File: src/rtl/lft_pkg.sv
// Shared definitions for the prescaled tick timer: register map addresses.
package lft_pkg;
    localparam int ADDR_W = 2;

    typedef enum logic [ADDR_W-1:0] {
        REG_EXP    = 2'd0,
        REG_RELOAD = 2'd1,
        REG_CTRL   = 2'd2
    } reg_addr_e;
endpackage

File: src/rtl/lft_prescaler.sv
// Power-of-two strobe divider.
// Counts reference strobes with a free-running counter. It passes one strobe
// out of every 2^exp, namely the one that completes a group of 2^exp strobes
// counted from reset.
// Assumes ref_stb is a single-cycle strobe and exp never exceeds MAX_EXP.
module lft_prescaler #(
    parameter int MAX_EXP = 5,
    parameter int EXP_W   = 3
) (
    input  logic             clk,
    input  logic             rst_n,
    input  logic             ref_stb,
    input  logic [EXP_W-1:0] exp,
    output logic             pre_stb
);
    localparam int PCNT_W = (MAX_EXP > 0) ? MAX_EXP : 1;

    logic [PCNT_W-1:0] pcnt;
    logic [PCNT_W-1:0] mask;

    // Low exp bits of the strobe count that must all be ones.
    always_comb begin
        mask = PCNT_W'((32'd1 << exp) - 32'd1);
    end

    // Advance the strobe counter on every reference strobe.
    always_ff @(posedge clk) begin
        if (!rst_n) begin
            pcnt <= '0;
        end else if (ref_stb) begin
            pcnt <= pcnt + 1'b1;
        end
    end

    assign pre_stb = ref_stb && ((pcnt & mask) == mask);

    AST_EXP0_PASS: assert property (@(posedge clk) disable iff (!rst_n)
        (exp == '0) |-> (pre_stb == ref_stb));
endmodule

File: src/rtl/lft_regs.sv
// Register file for the tick timer.
// Holds the prescale exponent (clamped to MAX_EXP), the reload value and the
// restart-pending flag. The flag is set by a control write with bit 0 high and
// cleared at the next prescaled strobe, when the counter performs the load.
// Assumes single-cycle writes; reads are combinational.
module lft_regs
    import lft_pkg::*;
#(
    parameter int CNT_W   = 16,
    parameter int MAX_EXP = 5,
    parameter int EXP_W   = 3
) (
    input  logic              clk,
    input  logic              rst_n,
    input  logic              wr_en,
    input  logic [ADDR_W-1:0] wr_addr,
    input  logic [CNT_W-1:0]  wr_data,
    input  logic [ADDR_W-1:0] rd_addr,
    output logic [CNT_W-1:0]  rd_data,
    input  logic              pre_stb,
    output logic [EXP_W-1:0]  exp,
    output logic [CNT_W-1:0]  reload,
    output logic              restart_pend
);
    logic wr_exp, wr_reload, wr_restart;

    // Decode the write strobes per register.
    always_comb begin
        wr_exp     = wr_en && (wr_addr == REG_EXP);
        wr_reload  = wr_en && (wr_addr == REG_RELOAD);
        wr_restart = wr_en && (wr_addr == REG_CTRL) && wr_data[0];
    end

    // Exponent register with saturation at MAX_EXP.
    always_ff @(posedge clk) begin
        if (!rst_n) begin
            exp <= '0;
        end else if (wr_exp) begin
            if (wr_data > CNT_W'(MAX_EXP)) exp <= EXP_W'(MAX_EXP);
            else                           exp <= wr_data[EXP_W-1:0];
        end
    end

    // Reload value register.
    always_ff @(posedge clk) begin
        if (!rst_n)         reload <= {CNT_W{1'b1}};
        else if (wr_reload) reload <= wr_data;
    end

    // Restart-pending flag: a new request wins over the clearing strobe.
    always_ff @(posedge clk) begin
        if (!rst_n)          restart_pend <= 1'b0;
        else if (wr_restart) restart_pend <= 1'b1;
        else if (pre_stb)    restart_pend <= 1'b0;
    end

    // Read mux.
    always_comb begin
        case (rd_addr)
            REG_EXP:    rd_data = CNT_W'(exp);
            REG_RELOAD: rd_data = reload;
            REG_CTRL:   rd_data = CNT_W'(restart_pend);
            default:    rd_data = '0;
        endcase
    end

    AST_EXP_RANGE: assert property (@(posedge clk) disable iff (!rst_n)
        exp <= EXP_W'(MAX_EXP));
    AST_PEND_CLEAR: assert property (@(posedge clk) disable iff (!rst_n)
        (restart_pend && pre_stb && !wr_restart) |=> !restart_pend);
    AST_PEND_HOLD: assert property (@(posedge clk) disable iff (!rst_n)
        (restart_pend && !pre_stb) |=> restart_pend);
endmodule

File: src/rtl/lft_counter.sv
// Auto-reloading down-counter.
// On each prescaled strobe it decrements, or loads the reload value when the
// count is zero or a restart is pending. tick marks the strobe at which the
// count is zero.
// Assumes pre_stb is a single-cycle strobe.
module lft_counter #(
    parameter int CNT_W = 16
) (
    input  logic             clk,
    input  logic             rst_n,
    input  logic             pre_stb,
    input  logic             restart_pend,
    input  logic [CNT_W-1:0] reload,
    output logic             tick
);
    logic [CNT_W-1:0] count;
    logic             at_zero;

    assign at_zero = (count == '0);

    // Count down on prescaled strobes; reload at wrap or on restart.
    always_ff @(posedge clk) begin
        if (!rst_n) begin
            count <= {CNT_W{1'b1}};
        end else if (pre_stb) begin
            if (restart_pend || at_zero) count <= reload;
            else                         count <= count - 1'b1;
        end
    end

    assign tick = pre_stb && at_zero;

    AST_RELOAD_ON_WRAP: assert property (@(posedge clk) disable iff (!rst_n)
        (pre_stb && at_zero) |=> (count == $past(reload)));
    AST_DECREMENT: assert property (@(posedge clk) disable iff (!rst_n)
        (pre_stb && !at_zero && !restart_pend) |=> (count == $past(count) - 1'b1));
    AST_RESTART_LOAD: assert property (@(posedge clk) disable iff (!rst_n)
        (pre_stb && restart_pend) |=> (count == $past(reload)));
    AST_COUNT_HOLD: assert property (@(posedge clk) disable iff (!rst_n)
        !pre_stb |=> $stable(count));
endmodule

File: src/rtl/lf_tick_timer.sv
// Prescaled auto-reload tick timer, top level.
// Joins the prescaler, the register file and the down-counter, and exports
// the prescaled strobe and the tick for use as watchdog time bases.
// Assumes ref_stb is a single-cycle strobe in the clk domain.
module lf_tick_timer
    import lft_pkg::*;
#(
    parameter int CNT_W   = 16,
    parameter int MAX_EXP = 5
) (
    input  logic              clk,
    input  logic              rst_n,
    input  logic              ref_stb,
    input  logic              wr_en,
    input  logic [ADDR_W-1:0] wr_addr,
    input  logic [CNT_W-1:0]  wr_data,
    input  logic [ADDR_W-1:0] rd_addr,
    output logic [CNT_W-1:0]  rd_data,
    output logic              pre_stb,
    output logic              tick
);
    localparam int EXP_W = $clog2(MAX_EXP + 1);

    logic [EXP_W-1:0] exp;
    logic [CNT_W-1:0] reload;
    logic             restart_pend;

    lft_regs #(.CNT_W(CNT_W), .MAX_EXP(MAX_EXP), .EXP_W(EXP_W)) u_regs (
        .clk(clk), .rst_n(rst_n), .wr_en(wr_en), .wr_addr(wr_addr),
        .wr_data(wr_data), .rd_addr(rd_addr), .rd_data(rd_data),
        .pre_stb(pre_stb), .exp(exp), .reload(reload),
        .restart_pend(restart_pend)
    );

    lft_prescaler #(.MAX_EXP(MAX_EXP), .EXP_W(EXP_W)) u_pre (
        .clk(clk), .rst_n(rst_n), .ref_stb(ref_stb), .exp(exp),
        .pre_stb(pre_stb)
    );

    lft_counter #(.CNT_W(CNT_W)) u_cnt (
        .clk(clk), .rst_n(rst_n), .pre_stb(pre_stb),
        .restart_pend(restart_pend), .reload(reload), .tick(tick)
    );

    AST_TICK_WITH_PRE: assert property (@(posedge clk) disable iff (!rst_n)
        tick |-> pre_stb);
    AST_PRE_NEEDS_REF: assert property (@(posedge clk) disable iff (!rst_n)
        pre_stb |-> ref_stb);
endmodule

File: config.mk
export PLATFORM = sky130hd
export DESIGN_NAME = lf_tick_timer
export DESIGN_NICKNAME = d
export VERILOG_FILES = /design/src/rtl/lft_pkg.sv /design/src/rtl/lft_prescaler.sv /design/src/rtl/lft_regs.sv /design/src/rtl/lft_counter.sv /design/src/rtl/lf_tick_timer.sv
export SDC_FILE = /design/constraint.sdc
export NUM_CORES = 1
export LEC_CHECK = 0
export CAP_MARGIN = 20
export CELL_PAD_IN_SITES_DETAIL_PLACEMENT = 1
export CELL_PAD_IN_SITES_GLOBAL_PLACEMENT = 1
export CORE_MARGIN = 2
export CORE_UTILIZATION = 38
export CTS_CLUSTER_DIAMETER = 150
export DETAILED_ROUTE_END_ITERATION = 12
export PLACE_DENSITY = 0.79
export REMOVE_ABC_BUFFERS = 1
export SLEW_MARGIN = 20
export SYNTH_ARGS = -nofsm -noshare
export SYNTH_HDL_FRONTEND = slang
export SYNTH_SLANG_ARGS = --single-unit
export TNS_END_PERCENT = 10
File: constraint.sdc
create_clock -name clk -period 3 [get_ports clk]
set_clock_uncertainty 0.15 [all_clocks]
set_input_delay 0.6 -clock clk [delete_from_list [all_inputs] [get_ports clk]]
set_output_delay 0.6 -clock clk [all_outputs]
set_load 0.01 [all_outputs]
# [Word-level counts from Yosys, hierarchy flattened]
# Cells that the tools add are included.
[word_totals] regBits=41 in_bits=24 output_inout_bits=18 wordCells=32
[classes] addsub=3 n_lt_le_gt_ge=1 n_eq_ne=5 shifts=1 mux=5 bitwise_logic=1 reduce_logical=11
[ops] cell="$pmux 16 s3" n=1
[ops] cell="$gt 16x3->1 const B" n=1
[ops] cell="$logic_not 16->1" n=1
[ops] cell="$mux 16" n=1
[ops] cell="$sub 16x1->16 const B" n=1
[ops] cell="$logic_and 1x1->1" n=6
[ops] cell="$add 5x1->5 const B" n=1
[ops] cell="$and 5x5->5" n=1
[ops] cell="$eq 5x5->1" n=1
[ops] cell="$shl 1x3->5 const A" n=1
[ops] cell="$sub 5x1->5 const B" n=1
[ops] cell="$eq 2x1->1 const B" n=2
[ops] cell="$eq 2x2->1 const B" n=2
[ops] cell="$logic_not 2->1" n=2
[ops] cell="$mux 3" n=1
[ops] cell="$mux 1" n=2
[ops] cell="$reduce_bool 2->1" n=1
[ops] cell="$logic_or 1x1->1" n=1

# [Longest topological paths before layout]
# Gate-level depths: netlist (run 1).
[logic_depth] depth_word=7 depth_mapped=11 depth_no_buf=9

# [Modules after synthesis]
# A second synthesis (run 1) with hierarchy kept.
[unflattened] hier_cells=288 area_unflattened_um2=2343.5
[modules_own_cells] mod="lft_counter" n_inst=1 cells_each=144 area_per_inst_um2=1183.6
[modules_own_cells] mod="lft_regs" n_inst=1 cells_each=117 area_per_inst_um2=902.1
[modules_own_cells] mod="lft_prescaler" n_inst=1 cells_each=27 area_per_inst_um2=257.7

# [Worst setup path before layout (run 1)]
# OpenSTA, ideal clock, no wires.
[synth_timing] path_kind="register to output" from="reg u_regs.exp[1]" to="out pre_stb" arrival_ps=2004 required_time_ps=2250 setup_slack_ps=246 path_stages_with_launch=11 n_path_buf=2 path_cell_list="dfxtp_1 -> clkbuf_1 -> nor3_1 -> inv_1 -> ha_1 -> o21ai_0 -> a21oi_1 -> o211a_1 -> nand2_1 -> inv_1 -> buf_1"
[synth_via] elab_chain_len=5
[synth_rtl] item="start: declaration" line_no="lft_regs.sv:21" source="output logic [EXP_W-1:0] exp,"
[synth_rtl] item="start signal: assignment" line_no="lft_regs.sv:39" source="if (wr_data > CNT_W'(MAX_EXP)) exp <= EXP_W'(MAX_EXP);"
[synth_rtl] item="start signal: assignment" line_no="lft_regs.sv:40" source="else exp <= wr_data[EXP_W-1:0];"
[synth_rtl] item="$shl 1x3->5 (*)" line_no="lft_prescaler.sv:23" source="mask = PCNT_W'((32'd1 << exp) - 32'd1);"
[synth_rtl] item="$sub 5x1->5 (*)" line_no="lft_prescaler.sv:23"
[synth_rtl] item="$and 5x5->5" line_no="lft_prescaler.sv:35" source="assign pre_stb = ref_stb && ((pcnt & mask) == mask);"
[synth_rtl] item="$eq 5x5->1 (*)" line_no="lft_prescaler.sv:35"
[synth_rtl] item="$logic_and 1x1->1 (*)" line_no="lft_prescaler.sv:35"
[synth_rtl] item="end: declaration" line_no="lf_tick_timer.sv:19" source="output logic pre_stb,"
# Every way passes the cells marked *; elsewhere a longest branch is shown, timed or not.

# [Worst setup path in the final report (run 1)]
[layout_timing] from="in rd_addr[1]" to="out rd_data[3]"
[layout_via] elab_chain_len=2
[layout_rtl] item="start: declaration" line_no="lf_tick_timer.sv:17" source="input logic [ADDR_W-1:0] rd_addr,"
[layout_rtl] item="$eq 2x2->1, or another cell as far along" line_no="lft_regs.sv:59" source="case (rd_addr)"
[layout_rtl] item="$pmux 16 s3 (*)" line_no="lft_regs.sv:59"
[layout_rtl] item="end: declaration" line_no="lf_tick_timer.sv:18" source="output logic [CNT_W-1:0] rd_data,"
# Marked as above.

==> results of run 1 <==
what timing repair did:
item | CTS | global route
setup buffers | 0 | 1
endpoints found under the hold margin | 0 | 0
pin swaps | 1 | 2
gates resized for setup | 5 | 4
setup endpoints to repair | 2 | 2
through the flow:
step | area [um^2] | setup TNS (ns)
2_1_floorplan | 2280 | 0
3_3_place_gp | 2900 | -0.325
3_5_place_dp | 2900 | -0.306
4_1_cts | 2990 | 0
5_1_grt | 3000 | 0
6_report | 3000 | 0
final timing paths:
path,start,to,slack [ns],cells past startpoint
setup / recovery,rd_addr[1],rd_data[3],0.16,5
setup reg to reg,u_cnt.count[0],u_cnt.count[11],0.48,7
hold / removal,u_regs.reload[12],u_regs.reload[12],0.34,2
hold reg to reg,u_regs.reload[12],u_regs.reload[12],0.34,2
layer usage:
metal	global-route usage (%)	vias to the layer above
met1	29.4	1196
li1	-	1175
met5	0	-
met4	6.23	0
met2	37.9	61
met3	3.70	6
flip-flops by register name, summed over array words and instances, names as in the netlist:
| name | flops |
|---|---|
| u_cnt.count | 16 |
| u_regs.reload | 16 |
| u_pre.pcnt | 5 |
| u_regs.exp | 3 |
| u_regs.restart_pend | 1 |
power breakdown:
group | internal (uW) | switching [uW]
combinational | 116 | 130
sequential | 565 | 22.2
clock | 161 | 200
kinds of logic (layout without fill, tap and decap cells):
logic type,after synthesis,count (layout)
AO/OA/AOI/OAI,62,62
XOR/XNOR,4,4
adder cells (fa/ha/maj),4,4
buffers and inverters,30,77
flip-flops,41,41
multiplexers,12,12
AND/OR/NAND/NOR,146,146
final cells by class:
| type | instances | area, um^2 |
|---|---|---|
| Fill cell | 745 | 2960 |
| Multi-Input combinational cell | 228 | 1430 |
| Sequential cell | 41 | 821 |
| Timing Repair Buffer | 58 | 528 |
| Tap cell | 75 | 93.8 |
| Clock buffer | 5 | 68.8 |
| Inverter | 11 | 41.3 |
| Clock inverter | 3 | 17.5 |
placed cells by master, fill, tap and decap left out, types with 5 or more instances in the layout:
cell type        netlist  final
nand3_1               21     21
a32oi_1               10     10
a21oi_1               10     10
nor2_1                28     28
dfxtp_1               41     41
o211ai_1              15     15
nand4_1                5      5
nand2_1               42     42
mux2i_1                9      9
nor3b_1                6      6
and2_1                14     14
buf_4                  0     17
clkdlybuf4s50_1        0     39
inv_1                 11     11
o21ai_0                9      9
nor3_1                 7      6
clkbuf_8               0      5
critical path: stages:
cell and delay (ns):
clkdlybuf4s50_1 0.48, nor2b_1 0.14, buf_4 0.18, and2_1 0.15
clkdlybuf4s50_1 0.54
synth_stat cells, drive strengths merged, types with 3 or more instances:
library cell | n | area [um^2]
o211ai | 15 | 113
dfxtp | 41 | 821
a31o | 5 | 43.8
and2 | 15 | 96.3
ha | 4 | 50.1
clkbuf | 15 | 56.3
buf | 4 | 23.8
a221o | 3 | 30.0
mux2i | 9 | 90.1
nor2 | 28 | 105
a21oi | 10 | 50.1
mux2 | 3 | 37.5
o21ai | 9 | 45.0
nor3b | 6 | 45.0
xnor2 | 4 | 35.0
nor4 | 6 | 50.0
a32oi | 10 | 87.6
nand3 | 21 | 105
nand4 | 6 | 43.8
nand2 | 42 | 158
nor3 | 8 | 45.0
and3 | 3 | 18.8
inv | 11 | 41.3
==> reports/qor.csv, run 1 <==
metric,value,unit
dp_hpwl,5.40,mm
ys_ff_latch,41,
worstSetupPathType,in -> out,
fmax,352,MHz
avgViaCountPerCell,5.79,
port_buffers,41,
rows,28,
hold_violations,0,
cts_tree,built,
synth-edff-count,0,
drive_gt1_share,11.3,%
grt_pass1_vias,2381,
holdWs,0.341,ns
vias,2438,
pre_cts_ws,-0.199,ns
root_buffer,clkbuf_8,
synthAdderAreaFrac,2.12,%
power_density,398,nW/um^2
yosysUniqueCellTypes,48,
grtUsageTotal,22.4,%
min_period_over_period,94.8,%
fin_ws,0.156,ns
start_kind,primary input,
critPathMaxFanout,13,
initial_core_util,39.6,%
cts-buffers-inserted,5,
muxShareOfSynthArea,5.42,%
routed.top_layer,met4,
grt_pass1_wl,11.6,mm
clk_pin_slew,0.08,ns
grt.overflow.total,0,
vdd_drop_max,223,uV
num_io_pins,42,
tightest_slew,0.868,ns
place_inst,412,
rsz0062_at_grt,false,
die_h,82.7,um
critPathArrivalTime,2.09,ns
first_iter_violations,172,
globalplace.congestion,0.832,
grt_max_degree,31,
syn_avg_cell_area,7.88,um^2
p_leak,0.00118,uW
yosysSeqAreaShare,34.8,%
finalPower,1190,uW
finalSetupViolCount,0,
yosys_warnings,0,
dr_wl_met2,3.52,mm
ctsHoldBuffers,0,
die_x,82.7,um
wl_met1,3.45,mm
slew_violations,0,
min_period,2.84,ns
synthesis.instances,299,
core_area,5960,um^2
synth_compound_area_share,19.2,%
die-area,6850,um^2
clock_latency,0.30,ns
cts.sinks,41,
maxSlewHeadroom,41.6,%
ys.flop_type,dfxtp_1,
grt_antenna_before_repair,0,
htreeDepth,2,
ant_nets,0,
yosys.area_share.simple,31.8,%
stdcell_count,421,
status,"finished, final reports clean",
crit_required,2.25,ns
ctsLongestPathBuffers,2,
utilization,50.3,%
synthToLayoutAreaGrowth,27.1,%
drc,0,
drt-total-wl,7.29,mm
syn_area,2360,um^2
firstDrtPassIters,4,
min_path_type,reg -> reg,
cap_violations,0,
wl_met3,244,um
n_antenna_cell,0,
routedWlPerCell,17.3,um
endpoint_kind,output pin,
synth_top_family_by_area,simple AND/OR/NAND/NOR gates,
nets,373,
async_flop_share,0,%
synth_xor_area_share,1.49,%
Power figures use the tool's default switching activity.
==> run 2: changes to the inputs <==
- MAX_ROUTING_LAYER: not set -> met4
==> run 2 against run 1 <==
- non-clock buffer count unchanged
- first-iteration DRC count down 2.3%
- clock power about the same
- via count down 0.74%
- critical endpoint unchanged
- highest routed layer unchanged
==> reports/qor.csv, run 2 (same netlist as run 1, synthesis figures left out) <==
metric,value,unit,change
worstHoldPathCells,2,,unchanged
status,"finished, final reports clean",,
wl_met1,3.38,mm,-2.0%
routed.top_layer,met4,,
final_cell_mix,"42 x nand2_1, 41 x dfxtp_1, 39 x clkdlybuf4s50_1, 28 x nor2_1, 21 x nand3_1",,
finalSetupViolCount,0,,unchanged
dp_hpwl,5.40,mm,unchanged
switchingPower,350,uW,-0.61%
initial_core_util,39.6,%,unchanged
grt_antenna_before_repair,0,,unchanged
htreeDepth,2,,unchanged
root_buffer,clkbuf_8,,
first_iter_violations,168,,-2.3%
largest_registers,"u_cnt.count: 16 flops, u_regs.reload: 16 flops, u_pre.pcnt: 5 flops",,
grt_pass1_vias,2379,,-0.084%
n_antenna_cell,0,,unchanged
min_path_type,reg -> reg,,
r2r-start,u_cnt.count[0],,
final_common_cell,nand2_1,,
power_frac_comb,20.6,%,about the same
tightest_slew,0.856,ns,-0.0124 ns
drive_gt1_share,11.3,%,unchanged
cts-buffers-inserted,5,,unchanged
nets,373,,unchanged
p_int,841,uW,about the same
rsz0062_at_grt,false,,
cts_tree,built,,
fin_ws,0.157,ns,+0.00102 ns
start_kind,primary input,,
dr_wl_met2,3.54,mm,+0.54%
clk_pin_slew,0.08,ns,about the same
vdd_drop_max,223,uV,about the same
crit_required,2.25,ns,about the same
drc,0,,unchanged
min_period,2.84,ns,-0.00102 ns
critPathArrivalTime,2.09,ns,about the same
num_io_pins,42,,unchanged
p_clk_share,30.1,%,about the same
globalplace.congestion,0.845,,+1.5%
r2r-end,u_cnt.count[11],,
min_period_over_period,94.8,%,about the same
critPathMaxFanout,13,,unchanged
grt.overflow.total,0,,unchanged
rows,28,,unchanged
regToRegSetupSlack,0.46,ns,-0.02 ns
place_inst,412,,unchanged
seq_power_share,49.3,%,about the same
ant_nets,0,,unchanged
p_sw_share,29.4,%,-0.13 points
worstSetupPathType,in -> out,,
avgViaCountPerCell,5.75,,-0.74%
r2r_cells,7,,unchanged
stdcell_count,421,,unchanged
firstDrtPassIters,4,,unchanged
die_x,82.7,um,unchanged
ctsLongestPathBuffers,2,,unchanged
fmax,352,MHz,about the same
slew_violations,0,,unchanged
hold_violations,0,,unchanged
cts.sinks,41,,unchanged
endpoint_kind,output pin,,
fillers,745,,unchanged
synthToLayoutAreaGrowth,27.1,%,unchanged
power_density,398,nW/um^2,-0.18%
grtUsageTotal,23.0,%,+0.63 points
drt-total-wl,7.26,mm,-0.43%
pre_cts_ws,-0.199,ns,unchanged
crit_path_end,rd_data[3],,
grt_max_degree,31,,unchanged
crit_path_start,rd_addr[1],,
p_leak,0.00118,uW,unchanged
routedWlPerCell,17.2,um,-0.43%
maxSlewHeadroom,42.5,%,+0.83 points
die_h,82.7,um,unchanged
wl_met3,279,um,+14%
die-area,6850,um^2,unchanged
grt_pass1_wl,11.6,mm,unchanged
core_area,5960,um^2,unchanged
vias,2420,,-0.74%
port_buffers,41,,unchanged
clock_latency,0.29,ns,about the same
cap_violations,0,,unchanged
-- run 2: per-layer routing --
metal / track usage, % / vias to the layer above
met2: 37.9 / 61
met3: 3.70 / 8
met4: 6.23 / 0
met5: - / -
li1: - / 1174
met1: 29.4 / 1177
-- run 2: what timing repair did --
| action | 4_1_cts | 5_1_grt |
|---|---|---|
| setup endpoints to repair | 2 | 2 |
| hold buffers | 0 | 0 |
| gates cloned | 0 | 0 |
| gates resized for setup | 5 | 4 |
| pin swaps | 1 | 2 |
| buffers inserted | 0 | 1 |
-- run 2: area by class of cell --
type / instances / area, um^2 / area share, %
clock buffer: 5 / 68.8 / 2.30
clock inverter: 3 / 17.5 / 0.585
timing repair buffer: 58 / 528 / 17.6
multi-input combinational: 228 / 1430 / 47.6
tap: 75 / 93.8 / 3.13
inverter: 11 / 41.3 / 1.38
sequential: 41 / 821 / 27.4
-- run 2: critical path: stages --
cell	delay (ns)
clkdlybuf4s50_1	0.48
nor2b_1	0.14
buf_4	0.18
and2_1	0.15
clkdlybuf4s50_1	0.54
-- run 2: stage by stage --
| stage | power [uW] | setup TNS (ns) | util (%) | cell area [um^2] | hold slack, ns |
|---|---|---|---|---|---|
| final | 1190 | 0 | 50.3 | 3000 | 0.341 |
| after global routing | 1240 | 0 | 50.3 | 3000 | 0.379 |
| after CTS | 1200 | 0 | 50.2 | 2990 | 0.349 |
| after detailed placement | 842 | -0.306 | 48.7 | 2900 | 0.334 |
| after global placement | 836 | -0.325 | 48.7 | 2900 | 0.327 |
| after floorplan | 701 | 0 | - | 2280 | 0.295 |
-- run 2: worst min path at each step --
stage	startpoint	endpoint	slack (ns)
finish	u_regs.reload[12]	u_regs.reload[12]	0.34
global route	u_regs.reload[6]	u_regs.reload[6]	0.38
CTS	u_regs.reload[12]	u_regs.reload[12]	0.35
detailed placement	u_regs.reload[4]	u_regs.reload[4]	0.33
global placement	u_regs.reload[4]	u_regs.reload[4]	0.33
floorplan	u_regs.reload[8]	u_regs.reload[8]	0.30
-- run 2: power by group through the flow --
| stage | Clock (uW) | Sequential (uW) | Combinational (uW) |
|---|---|---|---|
| 6_report | 359 | 587 | 245 |
| 5_1_grt | 388 | 590 | 267 |
| 4_1_cts | 367 | 586 | 244 |
| 3_5_place_dp | 0 | 598 | 244 |
| 3_3_place_gp | 0 | 597 | 239 |
| 2_1_floorplan | 0 | 591 | 110 |
==> run 3: changes to the inputs <==
- GPL_ROUTABILITY_DRIVEN: not set -> 0
==> results of run 3 <==
Final layout, timing and power as in run 2 (identical DEF).
